`src/rtl/qw_pkg.sv`:
```
package qw_pkg;
  typedef enum logic [2:0] {
    ST_IDLE,
    ST_DEV,
    ST_REG,
    ST_DAT,
    ST_ACK,
    ST_TX,
    ST_IGN
  } qw_state_e;
endpackage

```
`src/rtl/qw_bus_sync.sv`:
```
module qw_bus_sync #(
  parameter int STAGES = 2
) (
  input  logic clk_i,
  input  logic rst_ni,
  input  logic scl_i,
  input  logic sda_i,
  output logic sda_o,
  output logic scl_rise_o,
  output logic scl_fall_o,
  output logic start_o,
  output logic stop_o
);
  logic [STAGES-1:0] scl_ff, sda_ff;
  logic scl_q, sda_q, scl_s, sda_s;

  always_ff @(posedge clk_i or negedge rst_ni) begin
    if (!rst_ni) begin
      scl_ff <= '1;
      sda_ff <= '1;
      scl_q  <= 1'b1;
      sda_q  <= 1'b1;
    end else begin
      scl_ff <= {scl_ff[STAGES-2:0], scl_i};
      sda_ff <= {sda_ff[STAGES-2:0], sda_i};
      scl_q  <= scl_s;
      sda_q  <= sda_s;
    end
  end

  assign scl_s      = scl_ff[STAGES-1];
  assign sda_s      = sda_ff[STAGES-1];
  assign sda_o      = sda_s;
  assign scl_rise_o = scl_s & ~scl_q;
  assign scl_fall_o = ~scl_s & scl_q;
  assign start_o    = scl_s & scl_q & sda_q & ~sda_s;
  assign stop_o     = scl_s & scl_q & ~sda_q & sda_s;
endmodule

```
`src/rtl/qw_i2c_slave.sv`:
```
module qw_i2c_slave
  import qw_pkg::*;
#(
  parameter int   PIN_W      = 3,
  parameter logic [6-PIN_W:0] DEV_PREFIX = 4'b0101
) (
  input  logic             clk_i,
  input  logic             rst_ni,
  input  logic             sda_i,
  input  logic             scl_rise_i,
  input  logic             scl_fall_i,
  input  logic             start_i,
  input  logic             stop_i,
  input  logic [PIN_W-1:0] pins_i,
  input  logic [7:0]       rdata_i,
  input  logic             mapped_i,
  output logic [7:0]       ptr_o,
  output logic             we_o,
  output logic [7:0]       wdata_o,
  output logic             sda_oe_o
);
  qw_state_e  state, next_q;
  logic [3:0] cnt;
  logic [7:0] sh, tx;

  always_ff @(posedge clk_i or negedge rst_ni) begin
    if (!rst_ni) begin
      state    <= ST_IDLE;
      next_q   <= ST_IDLE;
      cnt      <= '0;
      sh       <= '0;
      tx       <= '0;
      ptr_o    <= '0;
      we_o     <= 1'b0;
      wdata_o  <= '0;
      sda_oe_o <= 1'b0;
    end else begin
      we_o <= 1'b0;
      if (start_i) begin
        state    <= ST_DEV;
        cnt      <= '0;
        sda_oe_o <= 1'b0;
      end else if (stop_i) begin
        state    <= ST_IDLE;
        sda_oe_o <= 1'b0;
      end else begin
        unique case (state)
          ST_DEV, ST_REG, ST_DAT: begin
            if (scl_rise_i && cnt < 4'd8) begin
              sh  <= {sh[6:0], sda_i};
              cnt <= cnt + 4'd1;
            end else if (scl_fall_i && cnt == 4'd8) begin
              cnt <= '0;
              unique case (state)
                ST_DEV: begin
                  if (sh[7:1] == {DEV_PREFIX, pins_i}) begin
                    sda_oe_o <= 1'b1;
                    state    <= ST_ACK;
                    next_q   <= sh[0] ? ST_TX : ST_REG;
                  end else begin
                    state <= ST_IGN;
                  end
                end
                ST_REG: begin
                  ptr_o    <= sh;
                  sda_oe_o <= 1'b1;
                  state    <= ST_ACK;
                  next_q   <= ST_DAT;
                end
                default: begin
                  if (mapped_i) begin
                    sda_oe_o <= 1'b1;
                    we_o     <= 1'b1;
                    wdata_o  <= sh;
                    state    <= ST_ACK;
                    next_q   <= ST_IGN;
                  end else begin
                    state <= ST_IGN;
                  end
                end
              endcase
            end
          end
          ST_ACK: begin
            if (scl_fall_i) begin
              state <= next_q;
              cnt   <= '0;
              if (next_q == ST_TX) begin
                tx       <= rdata_i;
                sda_oe_o <= ~rdata_i[7];
              end else begin
                sda_oe_o <= 1'b0;
              end
            end
          end
          ST_TX: begin
            if (scl_fall_i) begin
              if (cnt == 4'd7) begin
                sda_oe_o <= 1'b0;
                state    <= ST_IGN;
              end else begin
                sda_oe_o <= ~tx[6];
                tx       <= {tx[6:0], 1'b0};
                cnt      <= cnt + 4'd1;
              end
            end
          end
          default: ;
        endcase
      end
    end
  end

  // drive only in ACK slot or read-data bits
  a_r9_drive_window: assert property (@(posedge clk_i) disable iff (!rst_ni)
    sda_oe_o |-> (state == ST_ACK || state == ST_TX));
  // drive changes follow an SCL fall (or a bus condition that releases)
  a_r8_change_after_fall: assert property (@(posedge clk_i) disable iff (!rst_ni)
    !$stable(sda_oe_o) |-> ($past(scl_fall_i) || $past(start_i) || $past(stop_i)));
  // one write strobe per transfer
  a_r7_single_strobe: assert property (@(posedge clk_i) disable iff (!rst_ni)
    we_o |=> !we_o);
  // ignored transfers stay silent
  a_r3_ignore_silent: assert property (@(posedge clk_i) disable iff (!rst_ni)
    (state == ST_IGN) |-> !we_o);
endmodule

```
`src/rtl/qw_regfile.sv`:
```
module qw_regfile #(
  parameter int         NUM_CH    = 4,
  parameter int         WIPER_W   = 7,
  parameter logic [7:0] CTRL_ADDR = 8'h10,
  parameter int         SHDN_BIT  = 6
) (
  input  logic                       clk_i,
  input  logic                       rst_ni,
  input  logic [7:0]                 addr_i,
  input  logic                       we_i,
  input  logic [7:0]                 wdata_i,
  output logic [7:0]                 rdata_o,
  output logic                       mapped_o,
  output logic [NUM_CH*WIPER_W-1:0]  wiper_o,
  output logic [NUM_CH-1:0]          shdn_o
);
  localparam logic [WIPER_W-1:0] MID = WIPER_W'(1) << (WIPER_W - 1);

  logic [WIPER_W-1:0] wiper_q [NUM_CH];
  logic               run_n_q;

  for (genvar ch = 0; ch < NUM_CH; ch++) begin : g_ch
    always_ff @(posedge clk_i or negedge rst_ni) begin
      if (!rst_ni)                               wiper_q[ch] <= MID;
      else if (we_i && addr_i == 8'(ch))         wiper_q[ch] <= wdata_i[WIPER_W-1:0];
    end
    assign wiper_o[ch*WIPER_W +: WIPER_W] = wiper_q[ch];
    assign shdn_o[ch] = ~run_n_q;
  end

  always_ff @(posedge clk_i or negedge rst_ni) begin
    if (!rst_ni)                          run_n_q <= 1'b1;
    else if (we_i && addr_i == CTRL_ADDR) run_n_q <= wdata_i[SHDN_BIT];
  end

  assign mapped_o = (addr_i < 8'(NUM_CH)) || (addr_i == CTRL_ADDR);

  always_comb begin
    rdata_o = '0;
    for (int i = 0; i < NUM_CH; i++)
      if (addr_i == 8'(i)) rdata_o = 8'(wiper_q[i]);
    if (addr_i == CTRL_ADDR) rdata_o[SHDN_BIT] = run_n_q;
  end

  // writes only reach mapped registers
  a_r6_write_mapped: assert property (@(posedge clk_i) disable iff (!rst_ni)
    we_i |-> mapped_o);
  // wipers move only on a write strobe
  a_r2_wiper_hold: assert property (@(posedge clk_i) disable iff (!rst_ni)
    !we_i |=> $stable(wiper_o));
  // shutdown flags move only on a write strobe
  a_r5_shdn_hold: assert property (@(posedge clk_i) disable iff (!rst_ni)
    !we_i |=> $stable(shdn_o));
endmodule

```
`src/rtl/quad_wiper_i2c.sv`:
```
module quad_wiper_i2c #(
  parameter int         NUM_CH      = 4,
  parameter int         WIPER_W     = 7,
  parameter int         PIN_W       = 3,
  parameter logic [6-PIN_W:0] DEV_PREFIX = 4'b0101,
  parameter logic [7:0] CTRL_ADDR   = 8'h10,
  parameter int         SYNC_STAGES = 2
) (
  input  logic                      clk_i,
  input  logic                      rst_ni,
  input  logic                      scl_i,
  input  logic                      sda_i,
  input  logic [PIN_W-1:0]          addr_pins_i,
  output logic                      sda_oe_o,
  output logic [NUM_CH*WIPER_W-1:0] wiper_o,
  output logic [NUM_CH-1:0]         shdn_o
);
  logic       sda_s, scl_rise, scl_fall, start_det, stop_det;
  logic [7:0] ptr, wdata, rdata;
  logic       we, mapped;

  qw_bus_sync #(.STAGES(SYNC_STAGES)) u_sync (
    .clk_i      (clk_i),
    .rst_ni     (rst_ni),
    .scl_i      (scl_i),
    .sda_i      (sda_i),
    .sda_o      (sda_s),
    .scl_rise_o (scl_rise),
    .scl_fall_o (scl_fall),
    .start_o    (start_det),
    .stop_o     (stop_det)
  );

  qw_i2c_slave #(.PIN_W(PIN_W), .DEV_PREFIX(DEV_PREFIX)) u_slave (
    .clk_i      (clk_i),
    .rst_ni     (rst_ni),
    .sda_i      (sda_s),
    .scl_rise_i (scl_rise),
    .scl_fall_i (scl_fall),
    .start_i    (start_det),
    .stop_i     (stop_det),
    .pins_i     (addr_pins_i),
    .rdata_i    (rdata),
    .mapped_i   (mapped),
    .ptr_o      (ptr),
    .we_o       (we),
    .wdata_o    (wdata),
    .sda_oe_o   (sda_oe_o)
  );

  qw_regfile #(.NUM_CH(NUM_CH), .WIPER_W(WIPER_W), .CTRL_ADDR(CTRL_ADDR)) u_regs (
    .clk_i    (clk_i),
    .rst_ni   (rst_ni),
    .addr_i   (ptr),
    .we_i     (we),
    .wdata_i  (wdata),
    .rdata_o  (rdata),
    .mapped_o (mapped),
    .wiper_o  (wiper_o),
    .shdn_o   (shdn_o)
  );
endmodule

```
`config.mk`:
```
export PLATFORM = sky130hd
export DESIGN_NAME = quad_wiper_i2c
export DESIGN_NICKNAME = d
export VERILOG_FILES = /design/src/rtl/qw_pkg.sv /design/src/rtl/qw_bus_sync.sv /design/src/rtl/qw_i2c_slave.sv /design/src/rtl/qw_regfile.sv /design/src/rtl/quad_wiper_i2c.sv
export SDC_FILE = /design/constraint.sdc
export NUM_CORES = 1
export LEC_CHECK = 0
export BUFFER_PORTS_ARGS = -buffer_cell sky130_fd_sc_hd__buf_2
export CAP_MARGIN = 20
export CORE_MARGIN = 3
export CORE_UTILIZATION = 40
export CTS_CLUSTER_DIAMETER = 50
export CTS_CLUSTER_SIZE = 24
export DETAILED_ROUTE_END_ITERATION = 8
export PLACE_DENSITY = 0.68
export SKIP_LAST_GASP = 1
export SLEW_MARGIN = 20
export SYNTH_ARGS = -nofsm -noshare
export SYNTH_HDL_FRONTEND = slang
export SYNTH_SLANG_ARGS = --single-unit
```
`constraint.sdc`:
```
create_clock -name clk_i -period 3.8 [get_ports clk_i]
set_clock_uncertainty 0.2 [all_clocks]
set_input_delay 0.76 -clock clk_i [delete_from_list [all_inputs] [get_ports clk_i]]
set_output_delay 0.76 -clock clk_i [all_outputs]
set_load 0.03 [all_outputs]
```
=== Word-level counts from Yosys, hierarchy flattened ===
Index checks and enable logic that the tools add are counted.

* Memories kept: 0
* Flip-flop bits (word level): 77
* Output and inout bits: 33
* Bits in latches: 0
* ROM bits: 0
* Input port bits: 7
* Memory bits (writable): 0
* Word-level logic and storage cells: 144

* $mul: 0
* Add/subtract/negate cells: 1
* Reductions and logical operators: 23
* Div/mod/pow operators: 0
* Magnitude comparators: 2
* Eq/ne operators: 30
* Muxes and demuxes: 52
* Shift operators: 0
* Bitwise gates (word level): 18

{| class="wikitable"
|+ Operators by type and width
! cell !! count
|-
| two-way mux 7 bit || 8
|-
| two-way mux 3 bit || 10
|-
| two-way mux 4 bit || 7
|-
| AND reduction 7 bit || 4
|-
| two-way mux 1 bit || 18
|-
| AND reduction 6 bit || 3
|-
| equality test 8 x 2 -> 1 bit (second input constant) || 2
|-
| inequality test 4 x 3 -> 1 bit (second input constant) || 4
|-
| one-hot mux 7 bit (2 select lines) || 1
|-
| one-hot mux 3 bit (2 select lines) || 2
|-
| one-hot mux 4 bit (3 select lines) || 1
|-
| NOT 1 bit || 10
|-
| equality test 3 bit (second input constant) || 3
|-
| one-hot mux 3 bit (3 select lines) || 1
|-
| equality test 8 x 1 -> 1 bit (second input constant) || 1
|-
| equality test 8 x 5 -> 1 bit (second input constant) || 1
|-
| logical NOT 8 bit || 1
|-
| less-than comparator 8 x 3 -> 1 bit (second input constant) || 1
|-
| inequality test 2 x 1 -> 1 bit (second input constant) || 4
|-
| AND 1 bit || 7
|-
| equality test 7 x 6 -> 1 bit || 1
|-
| logical AND 1 bit || 7
|-
| equality test 3 x 2 -> 1 bit (second input constant) || 2
|-
| inequality test 3 x 2 -> 1 bit (second input constant) || 2
|-
| 23 further kinds || 25
|}

=== Logic depth before layout (Yosys ltp) ===
Gate-level depths: netlist (run 1).

* Word-level depth: 9
* Depth in mapped cells: 6
* Gate-level depth less buffers: 6

=== Modules after synthesis ===
From an unflattened synthesis (run 1), not the netlist that was laid out.

* Cell total of the unflattened synthesis: 298
* Area total of the unflattened synthesis: 3771.1 um^2

{| class="wikitable"
|+ By module, submodules not included
! module !! area each (um^2) !! times used !! cells each !! seq. area each (um^2)
|-
| qw_i2c_slave || 2100.8 || 1 || 189 || 1076.0
|-
| qw_regfile || 1480.2 || 1 || 99 || 732.0
|-
| qw_bus_sync || 190.2 || 1 || 10 || 157.7
|}

=== Worst setup path before layout (run 1) ===
Ideal clock, no wire load.

* Kind: input port to flip-flop
* Start point: in addr_pins_i[0]
* End point: reg u_slave.next_q[0]
* Stages: 5
* Arrival: 2.023 ns
* Library setup time: 0.125 ns
* Data required time: 3.475 ns
* Path slack: 1.453 ns
* Path buffers: 0
* Cell sequence: xor2_1 nor4_1 a21oi_1 nor4_4 mux2_2

* Word-level cells in the longest chain between the ends: 3

{| class="wikitable"
|+ RTL lines
! element !! line !! source
|-
| from (decl) || quad_wiper_i2c.sv:13 || <nowiki>input logic [PIN_W-1:0] addr_pins_i,</nowiki>
|-
| equality test 7 x 6 -> 1 bit || qw_i2c_slave.sv:56 || <nowiki>if (sh[7:1] == {DEV_PREFIX, pins_i}) begin</nowiki>
|-
| inequality test 2 x 1 -> 1 bit (no source line) || -- ||
|-
| AND reduction 7 bit (no source line) || -- ||
|-
| to (signal assigned) || qw_i2c_slave.sv:59 || <nowiki>next_q <= sh[0] ? ST_TX : ST_REG;</nowiki>
|-
| to (decl) || qw_i2c_slave.sv:22 || <nowiki>qw_state_e state, next_q;</nowiki>
|}

Every way passes these cells.
A chain may end at the register's enable or synchronous reset.

=== Final worst setup path (run 1) ===
* Start point: reg u_slave.state[0]
* End point: reg u_slave.tx[5]

* Word-level cells in the longest chain between the ends: 3
* Elaborated cells between the ends (all ways): 9
* Classes of those cells: eq/ne: 6; mux: 1; reduce/logical: 2

{| class="wikitable"
|+ RTL lines
! element !! line !! source
|-
| from (decl) || qw_i2c_slave.sv:22 ||
|-
| from (signal assigned) || qw_i2c_slave.sv:86 || <nowiki>state <= next_q;</nowiki>
|-
| equality test 3 bit || qw_i2c_slave.sv:47 || <nowiki>unique case (state)</nowiki>
|-
| inequality test 2 x 1 -> 1 bit (no source line) (tied with other cells) || -- ||
|-
| AND reduction 7 bit (no source line) || -- ||
|-
| to (signal assigned) || qw_i2c_slave.sv:89 || <nowiki>tx <= rdata_i;</nowiki>
|-
| to (signal assigned) || qw_i2c_slave.sv:103 || <nowiki>tx <= {tx[6:0], 1'b0};</nowiki>
|-
| to (decl) || qw_i2c_slave.sv:24 || <nowiki>logic [7:0] sh, tx;</nowiki>
|}

Several ways; a longest one is shown, not always the timed one.

==> impl_results.md, run 1 <==
* Run status: finished, final reports clean
* Std-Cell Rows at 34
* Diodes inserted at 0
* Reg2reg setup slack at 1.27 ns
* Post-Syn Area per Cell at 13.2 um^2
* Drt drc at 0
* MaxCap Viol Count at 0
* Tcrit/Tclk final at 0.665
* Final wirelength at 7460 um
* Commonest non-fill, non-tap cell in the layout: dfrtp_1
* Area of the mapped netlist at 0.00367 mm^2
* Maximum clock frequency at 396 MHz
* Total power draw at 0.00170 W
* Worst r2r dst: u_slave.tx[5]
* Post-synth ARST share at 1.00
* Buffers on Ports at 39
* Drt pass-1 iters at 4
* Ys Warns at 0
* Switching part of the total at 0.267
* Layout filler cell count at 776
* GRT Residual Overflow at 0
* CP max stage delay at 0.60 ns
* Final Setup Violations at 0
* Slew HR at 0.357
* FF-to-FF path depth at 4
* Synth-to-layout area growth at 13.6%
* Worst skew pair latency at 0.35 ns
* Setup Buffers After CTS at 0
* CP Capture Type: register
* Setup crit end: u_slave.tx[5]
* Number of global-route vias before repair at 2477
* Comb power frac at 0.066
* Worst-Margin Slew at 0.964 ns
* CTS Buf Count at 9
* Critical R2R Launch: u_slave.state[0]
* Layout cells sized above 1 at 0.444
* Flop pwr share at 0.547
* GPL Wtd Cong at 0.823
* Nets at 328
* Leak at 1.98 nW
* Post-synthesis cell count at 278
* Multi-input logic area at 0.00165 mm^2
* Main synth FF type: dfrtp_1
* Htree depth at 3
* Worst-path clk slew at 0.09 ns
* Worst Setup SP: u_slave.state[0]
* Clock Power Share at 0.387
* Via/cell ratio at 5.47
* Int Pwr at 0.00125 W
* Worst vdd ir at 0.284 mV
* Netlist cell types at 61
* Commonest non-fill, non-tap cells in the layout: 66 x dfrtp_1, 58 x mux2_2, 38 x buf_2
* Antenna violations before repair at 0
* Setup TNS Final at 0 ns
* Max Slew Vio Count at 0
* Total track usage at 0.157
* Arr. time, crit path at 2.56 ns
* Worst Hold Class: reg2reg
* Initial detailed-routing violation count at 104
* WL met3 at 213 um
* Max FO, Critical Path at 14
* Unrepaired setup endpoints after global routing: no
* Core area at 0.00881 mm^2
* P per Cell Area at 408 mW/mm^2
* Largest net degree at the start of global routing at 78
* IO Pins at 40
* WL/cell at 17.3 um
* DRT antenna net count at 0
* # resized after CTS at 0
* M1 WL at 3430 um
* Die width at 102 um
* Die ar. at 0.0104 mm^2
* Startpoint Class: register
* Switching pwr at 0.000454 W
* Critical path class: reg2reg
* DPL Wire Length at 5260 um
* Hold buffers post-CTS at 0
* CTS Sinks at 77
* TritonCTS clock tree: yes
* Register area at 0.00194 mm^2
* Clock period minus worst slack at 2.53 ns
* Synthesized Nets at 287
* Critical Path RT at 3.83 ns
* Number of synthesized flops with an enable pin at 0
* Crit-path slowest cell: dfrtp_1
* Initial Util at 0.417
* Root buffer cell: clkbuf_8
* Global-route wire length before repair at 12600 um
* #FFs+latches synth at 77
* Vert. Die Dim at 102 um
* Sequential-to-total area share from yosys stat at 0.529
* Max Used Layer: met4
* Met2 WL at 3720 um
* Final hold violation count at 0
* Cells along the critical path: clkinv_1, o21ai_0, nor3b_2, mux2_2
* Vias at 2363
* Max Root-Sink Buffers at 2
[Yosys cell counts (2+ instances only)]
cell type / instances / area, um^2
and3b_1: 2 / 17.5
mux2_2: 58 / 653
buf_1: 2 / 7.51
nand3b_2: 2 / 22.5
and3_1: 4 / 25.0
dfrtp_1: 66 / 1650
dfstp_2: 11 / 289
nand2b_1: 5 / 31.3
nand3_1: 3 / 15.0
o22ai_1: 2 / 12.5
inv_1: 7 / 26.3
a21oi_1: 6 / 30.0
nand2_1: 16 / 60.1
nand4bb_1: 2 / 22.5
xor2_1: 3 / 26.3
nor2b_1: 4 / 25.0
o21ai_0: 9 / 45.0
nor3b_1: 2 / 15.0
ha_1: 2 / 25.0
a32o_1: 2 / 20.0
buf_4: 3 / 22.5
nand3b_1: 2 / 15.0
a31oi_1: 2 / 12.5
nor4_4: 2 / 42.5
nor2_1: 10 / 37.5
clkbuf_1: 2 / 7.51
mux4_2: 7 / 158
and2_1: 2 / 12.5
a2bb2oi_1: 4 / 35.0
mux2i_1: 2 / 20.0
nor3_1: 4 / 20.0
[kinds of logic (layout without fill, tap and decap cells)]
family | after synthesis | count (layout) | share of synthesized area
simple gates | 71 | 71 | 0.130
xor+xnor | 4 | 4 | 0.00955
buf+inv | 17 | 63 | 0.0211
mux | 67 | 67 | 0.226
flops | 77 | 77 | 0.529
fa+ha+maj | 2 | 2 | 0.00682
compound gates | 40 | 40 | 0.0767
[per-stage QoR]
stage / area [um^2] / hold WS [ns] / utilization / setup slack, ns / cells
floorplan: 3670 / 0.145 / - / 1.45 / 278
detailed placement: 3950 / 0.147 / 0.449 / 1.07 / 416
finish: 4170 / 0.159 / 0.473 / 1.27 / 432
global placement: 3950 / 0.146 / 0.449 / 1.15 / 416
CTS: 4170 / 0.160 / 0.473 / 1.28 / 432
global route: 4170 / 0.164 / 0.473 / 1.07 / 432
[sequential cells by signal (all words and copies together) (netlist names), 2 cells and up]
| register | count |
|---|---|
| u_regs.wiper_o | 28 |
| u_slave.cnt | 4 |
| u_slave.wdata_o | 7 |
| u_slave.tx | 7 |
| u_slave.next_q | 3 |
| u_slave.state | 3 |
| u_sync.sda_ff | 2 |
| u_slave.sh | 8 |
| u_slave.ptr_o | 8 |
| u_sync.scl_ff | 2 |
[power groups by stage]
stage | Sequential, W | Combinational, W | Clock [W]
after floorplan | 0.000917 | 0.0000848 | 0
after global routing | 0.000940 | 0.000129 | 0.000709
after global placement | 0.000945 | 0.000109 | 0
final | 0.000931 | 0.000112 | 0.000659
after detailed placement | 0.000948 | 0.000114 | 0
after CTS | 0.000933 | 0.000115 | 0.000677
[layer usage]
metal,up-vias,track usage
li1,1113,-
met1,1212,0.218
met2,32,0.247
met3,6,0.0282
met4,0,0.0552
met5,-,0
[critical path: cells and delay by family (launching register included)]
family                 cells  cell delay (ns)
AOI/OAI and AO/OA          1             0.25
and+or+nand+nor            1             0.59
buffers and inverters      1             0.36
DFF                        1             0.60
muxes                      1             0.40
[how the worst min path moves through the flow]
| stage | start | end | slack (ns) | cells past startpoint |
|---|---|---|---|---|
| finish | u_sync.sda_ff[0] | u_sync.sda_ff[1] | 0.16 | 0 |
| global route | u_sync.sda_ff[0] | u_sync.sda_ff[1] | 0.16 | 0 |
| detailed placement | u_sync.sda_ff[0] | u_sync.sda_ff[1] | 0.15 | 0 |
| floorplan | u_sync.scl_ff[0] | u_sync.scl_ff[1] | 0.15 | 0 |
| CTS | u_sync.sda_ff[0] | u_sync.sda_ff[1] | 0.16 | 0 |
| global placement | u_sync.sda_ff[0] | u_sync.sda_ff[1] | 0.15 | 0 |
[cell type report]
type                       instances  share of cell area
clock buffer                       9              0.0297
clock inverter                     7              0.0216
inverter                           8             0.00721
multi-input combinational        184               0.396
sequential                        77               0.466
tap                              108              0.0324
timing repair buffer              39              0.0474
Power figures use the tool's default switching activity.
==> inputs of run 2 (changes only) <==
PLACE_DENSITY = 0.7   (was 0.68)
clock period = 2.3 ns   (was 3.8 ns; I/O delays follow)
==> run 2 against run 1 <==
Global-route usage rose by 0.80 points. Routed wire length rose by 4.5%. Critical endpoint is now u_regs.wiper_o[19]. Highest routed layer unchanged. Via count rose by 4.5%. Clock power rose by 44%. Worst hold slack got worse by 0.011 ns.
==> impl_results.md, run 2 (same netlist as run 1, synthesis figures left out) <==
* Commonest non-fill, non-tap cell in the layout: dfrtp_1
* Root buffer cell: clkbuf_8
* Final wirelength at 7800 um
* Htree depth at 3
* Via/cell ratio at 5.45
* Worst-path clk slew at 0.09 ns
* Global-route wire length before repair at 13000 um
* Critical path class: reg2reg
* Core area at 0.00881 mm^2
* MaxCap Viol Count at 0
* Diodes inserted at 0
* Layout cells sized above 1 at 0.481
* Synth-to-layout area growth at 18.2%
* Max FO, Critical Path at 7
* GRT Residual Overflow at 0
* Leak at 2.11 nW
* Arr. time, crit path at 2.34 ns
* CTS Buf Count at 9
* Startpoint Class: register
* P per Cell Area at 624 mW/mm^2
* Clock period minus worst slack at 2.30 ns
* Max Root-Sink Buffers at 2
* Drt drc at 0
* Commonest non-fill, non-tap cells in the layout: 64 x dfrtp_1, 58 x mux2_2, 38 x buf_2
* Max Slew Vio Count at 0
* Layout Cells excl Fill at 453
* Worst Hold Class: reg2reg
* Drt pass-1 iters at 4
* IO Pins at 40
* Die ar. at 0.0104 mm^2
* CTS Sinks at 77
* Run status: finished, final reports clean
* TritonCTS clock tree: yes
* Maximum clock frequency at 435 MHz
* WL/cell at 17.2 um
* Largest net degree at the start of global routing at 35
* Placed cells at 433
* Layout filler cell count at 779
* Die width at 102 um
* Final instance area at 0.00434 mm^2
* Total track usage at 0.165
* Worst skew pair latency at 0.35 ns
* Worst-Margin Slew at 0.471 ns
* Antenna violations before repair at 0
* CP Capture Type: register
* Vert. Die Dim at 102 um
* Vias at 2470
* GPL Wtd Cong at 0.819
* Initial detailed-routing violation count at 100
* Max reg flops at 28
* Worst hold path depth at 0
* Post-layout util at 0.492
* Area after DPL at 0.00409 mm^2
* Initial Util at 0.417
* Buffers on Ports at 39
* DRT antenna net count at 0
* Std-Cell Rows at 34
* Tcrit/Tclk final at 0.998
* Worst vdd ir at 0.343 mV
* Unrepaired setup endpoints after global routing: yes
* Final Setup Violations at 0
* Critical Path RT at 2.35 ns
* Nets at 349
* FF-to-FF path depth at 5
* Number of global-route vias before repair at 2498
* Final hold violation count at 0
* Slew HR at 0.686
* DPL Wire Length at 5650 um
run 2: worst max-delay path, stage by stage, from the launching register on:
cell and delay, ns:
dfrtp_1 0.38, or4_4 0.59, nor4b_4 0.38, buf_4 0.19, nand3b_4 0.15, mux2_2 0.31
run 2: metrics by stage:
stage | setup WS (ns) | hold slack (ns) | power, W | setup TNS [ns]
CTS | -0.0608 | 0.150 | 0.00273 | -0.710
detailed placement | -0.0374 | 0.147 | 0.00178 | -0.421
global placement | -0.0282 | 0.145 | 0.00177 | -0.0561
finish | 0.00363 | 0.147 | 0.00271 | 0
floorplan | 0.0952 | -0.0356 | 0.00166 | 0
global route | -0.0794 | 0.158 | 0.00284 | -1.11
run 2: worst paths after layout:
check	from	to	slack [ns]
max in group asynchronous	rst_ni	u_sync.sda_ff[0]	0.90
hold reg to reg	u_sync.sda_ff[0]	u_sync.sda_ff[1]	0.15
setup reg to reg	u_slave.ptr_o[7]	u_regs.wiper_o[19]	0.004
setup / recovery	u_slave.ptr_o[7]	u_regs.wiper_o[19]	0.004
min in group asynchronous	rst_ni	u_slave.cnt[3]	0.41
hold / removal	u_sync.sda_ff[0]	u_sync.sda_ff[1]	0.15
run 2: layout make-up:
type	instances	area, um^2	area share
multi-input combinational	184	1670	0.385
timing repair buffer	60	379	0.0874
tap	108	135	0.0312
sequential	77	1940	0.448
clock buffer	9	124	0.0286
clock inverter	7	57.6	0.0133
inverter	8	30.0	0.00692
run 2: what timing repair did:
item | CTS | global route
gates cloned | 0 | 0
hold endpoints to repair | 32 | 0
gates resized for setup | 0 | 6
hold buffers | 3 | 0
pin swaps | 0 | 1
endpoints found under the setup margin | 20 | 39
buffers inserted | 0 | 1
run 2: metal layers:
metal,wire length (um),share of wire,track usage
met3,256,0.033,0.0393
met2,3800,0.49,0.263
met4,92,0.012,0.0460
met1,3650,0.47,0.226
met5,0,0,0
run 2: where the power goes:
part / internal [W] / switching (W)
registers: 0.00143 / 0.0000982
logic: 0.000123 / 0.000109
clock network: 0.000404 / 0.000542
==> inputs of run 3 (changes only) <==
CELL_PAD_IN_SITES_DETAIL_PLACEMENT = 1   (was unset)
CELL_PAD_IN_SITES_GLOBAL_PLACEMENT = 1   (was unset)
PLACE_DENSITY = 0.81   (was 0.7)
SYNTH_HIERARCHICAL = 1   (was unset)
==> run 3 against run 2 <==
The flow now finishes with violations (setup timing). Synthesized cell count up 6.5%. Routed wire length up 22%. Via count up 8.3%.
==> impl_results.md, run 3 <==
* Maximum clock frequency at 407 MHz
* Worst skew pair latency at 0.36 ns
* Leak at 2.16 nW
* Final Setup Violations at 24
* Slew HR at 0.603
* Max Slew Vio Count at 0
* Switching pwr at 0.00102 W
* Root buffer cell: clkbuf_8
* Nets at 371
* GPL Wtd Cong at 0.835
* Arr. time, crit path at 2.49 ns
* Drt drc at 0
* Global-route wire length before repair at 15400 um
* Hold slack at 0.147 ns
* Via/cell ratio at 5.63
* Worst-Margin Slew at 0.596 ns
* Commonest non-fill, non-tap cell in the layout: dfrtp_1
* Max Used Layer: met4
* Critical Path RT at 2.33 ns
* Ys Warns at 6
* Clock Power Share at 0.339
* Post-synthesis cell count at 296
* Max Root-Sink Buffers at 2
* CTS Buf Count at 9
* Area of the mapped netlist at 0.00373 mm^2
* Number of global-route vias before repair at 2873
* Worst vdd ir at 0.288 mV
* Run status: complete, but fails checks
* Initial Util at 0.420
* Core area at 0.00889 mm^2
* Synth-to-layout area growth at 20.4%
* Failing checks: setup timing
* Vias at 2674
* Htree depth at 3
* Met2 WL at 4850 um
* WL/cell at 20.1 um
* CTS Sinks at 77
* Drt pass-1 iters at 4
* Post-layout util at 0.506
* Layout cells sized above 1 at 0.463
* Tcrit/Tclk final at 1.07
* Vert. Die Dim at 103 um
* PnR worst setup slack at -0.156 ns
* Unrepaired setup endpoints after global routing: yes
* MaxCap Viol Count at 0
* IO Pins at 40
* Die width at 103 um
* Post-Syn Area per Cell at 12.6 um^2
* Critical path class: reg2reg
* Final wirelength at 9540 um
* Buffers on Ports at 39
* Std-Cell Rows at 34
* Antenna violations before repair at 0
* Int Pwr at 0.00232 W
* Max FO, Critical Path at 8
* Diodes inserted at 0
* Max reg flops at 28
* DPL Wire Length at 6720 um
* Final hold violation count at 0
* Comb power frac at 0.183
* Clock period minus worst slack at 2.46 ns
* Synthesized Nets at 305
* Worst-path clk slew at 0.08 ns
* Total track usage at 0.192
* Initial detailed-routing violation count at 101
* GRT Residual Overflow at 0
* Commonest non-fill, non-tap cells in the layout: 66 x dfrtp_1, 53 x mux2_2, 38 x buf_2
* M1 WL at 4160 um
* Flop pwr share at 0.478
* Switching part of the total at 0.305
* Place WS at -0.196 ns
* P per Cell Area at 744 mW/mm^2
* Largest net degree at the start of global routing at 44
* WL met3 at 397 um
* Die ar. at 0.0105 mm^2
* TritonCTS clock tree: yes
* Worst Hold Class: reg2reg
* CP Capture Type: register
* Startpoint Class: register
* DRT antenna net count at 0
## run 3: final timing paths
| kind | start | to | slack, ns | cells past startpoint |
|---|---|---|---|---|
| setup / recovery | u_sync/sda_ff[1] | u_slave/wdata_o[5] | -0.16 | 6 |
| hold / removal | u_sync/sda_ff[0] | u_sync/sda_ff[1] | 0.15 | 0 |
| setup reg to reg | u_sync/sda_ff[1] | u_slave/wdata_o[5] | -0.16 | 6 |
| hold reg to reg | u_sync/sda_ff[0] | u_sync/sda_ff[1] | 0.15 | 0 |
| max in group asynchronous | rst_ni | u_slave/tx[6] | 0.84 | 3 |
| min in group asynchronous | rst_ni | u_slave/sh[1] | 0.46 | 2 |
## run 3: critical path: stages (launching register included)
cell and delay, ns:
dfstp_2 0.53, and4b_1 0.19, or2_1 0.25, or3_4 0.38, nor4b_4 0.27, buf_6 0.18
mux2_2 0.34
## run 3: per-stage QoR
stage          cell area [um^2]  total power (W)  TNS (ns)  cells
5_1_grt                    4500          0.00352     -3.91    475
4_1_cts                    4460          0.00332     -2.38    474
3_5_place_dp               4180          0.00215     -3.55    454
6_report                   4500          0.00335     -2.10    475
2_1_floorplan              3740          0.00192     -2.61    296
3_3_place_gp               4180          0.00213     -2.12    454
## run 3: area by class of cell
type | instances | area, um^2
clock buffer | 10 | 128
fill | 938 | 4390
inverter | 9 | 33.8
timing repair buffer | 69 | 454
sequential | 77 | 1940
tap | 108 | 135
multi-input combinational | 196 | 1720
clock inverter | 6 | 87.6
## run 3: power by group through the flow
stage / Sequential [W] / Combinational, W / Clock, W
after floorplan: 0.00156 / 0.000359 / 0
after global placement: 0.00161 / 0.000514 / 0
after detailed placement: 0.00162 / 0.000538 / 0
after CTS: 0.00159 / 0.000561 / 0.00116
after global routing: 0.00162 / 0.000676 / 0.00123
final: 0.00160 / 0.000611 / 0.00114
## run 3: what timing repair did
action                                  4_1_cts  5_1_grt
buffers inserted                              1        2
pin swaps                                     0        2
endpoints found under the hold margin        32        0
hold buffers                                  3        0
resized for setup                             7        7
endpoints found under the setup margin       27       35
## run 3: metal layers
| layer | track usage | vias up |
|---|---|---|
| met3 | 0.0332 | 16 |
| met2 | 0.318 | 68 |
| met4 | 0.0676 | 0 |
| met1 | 0.256 | 1384 |
| li1 | - | 1206 |
| met5 | 0 | - |
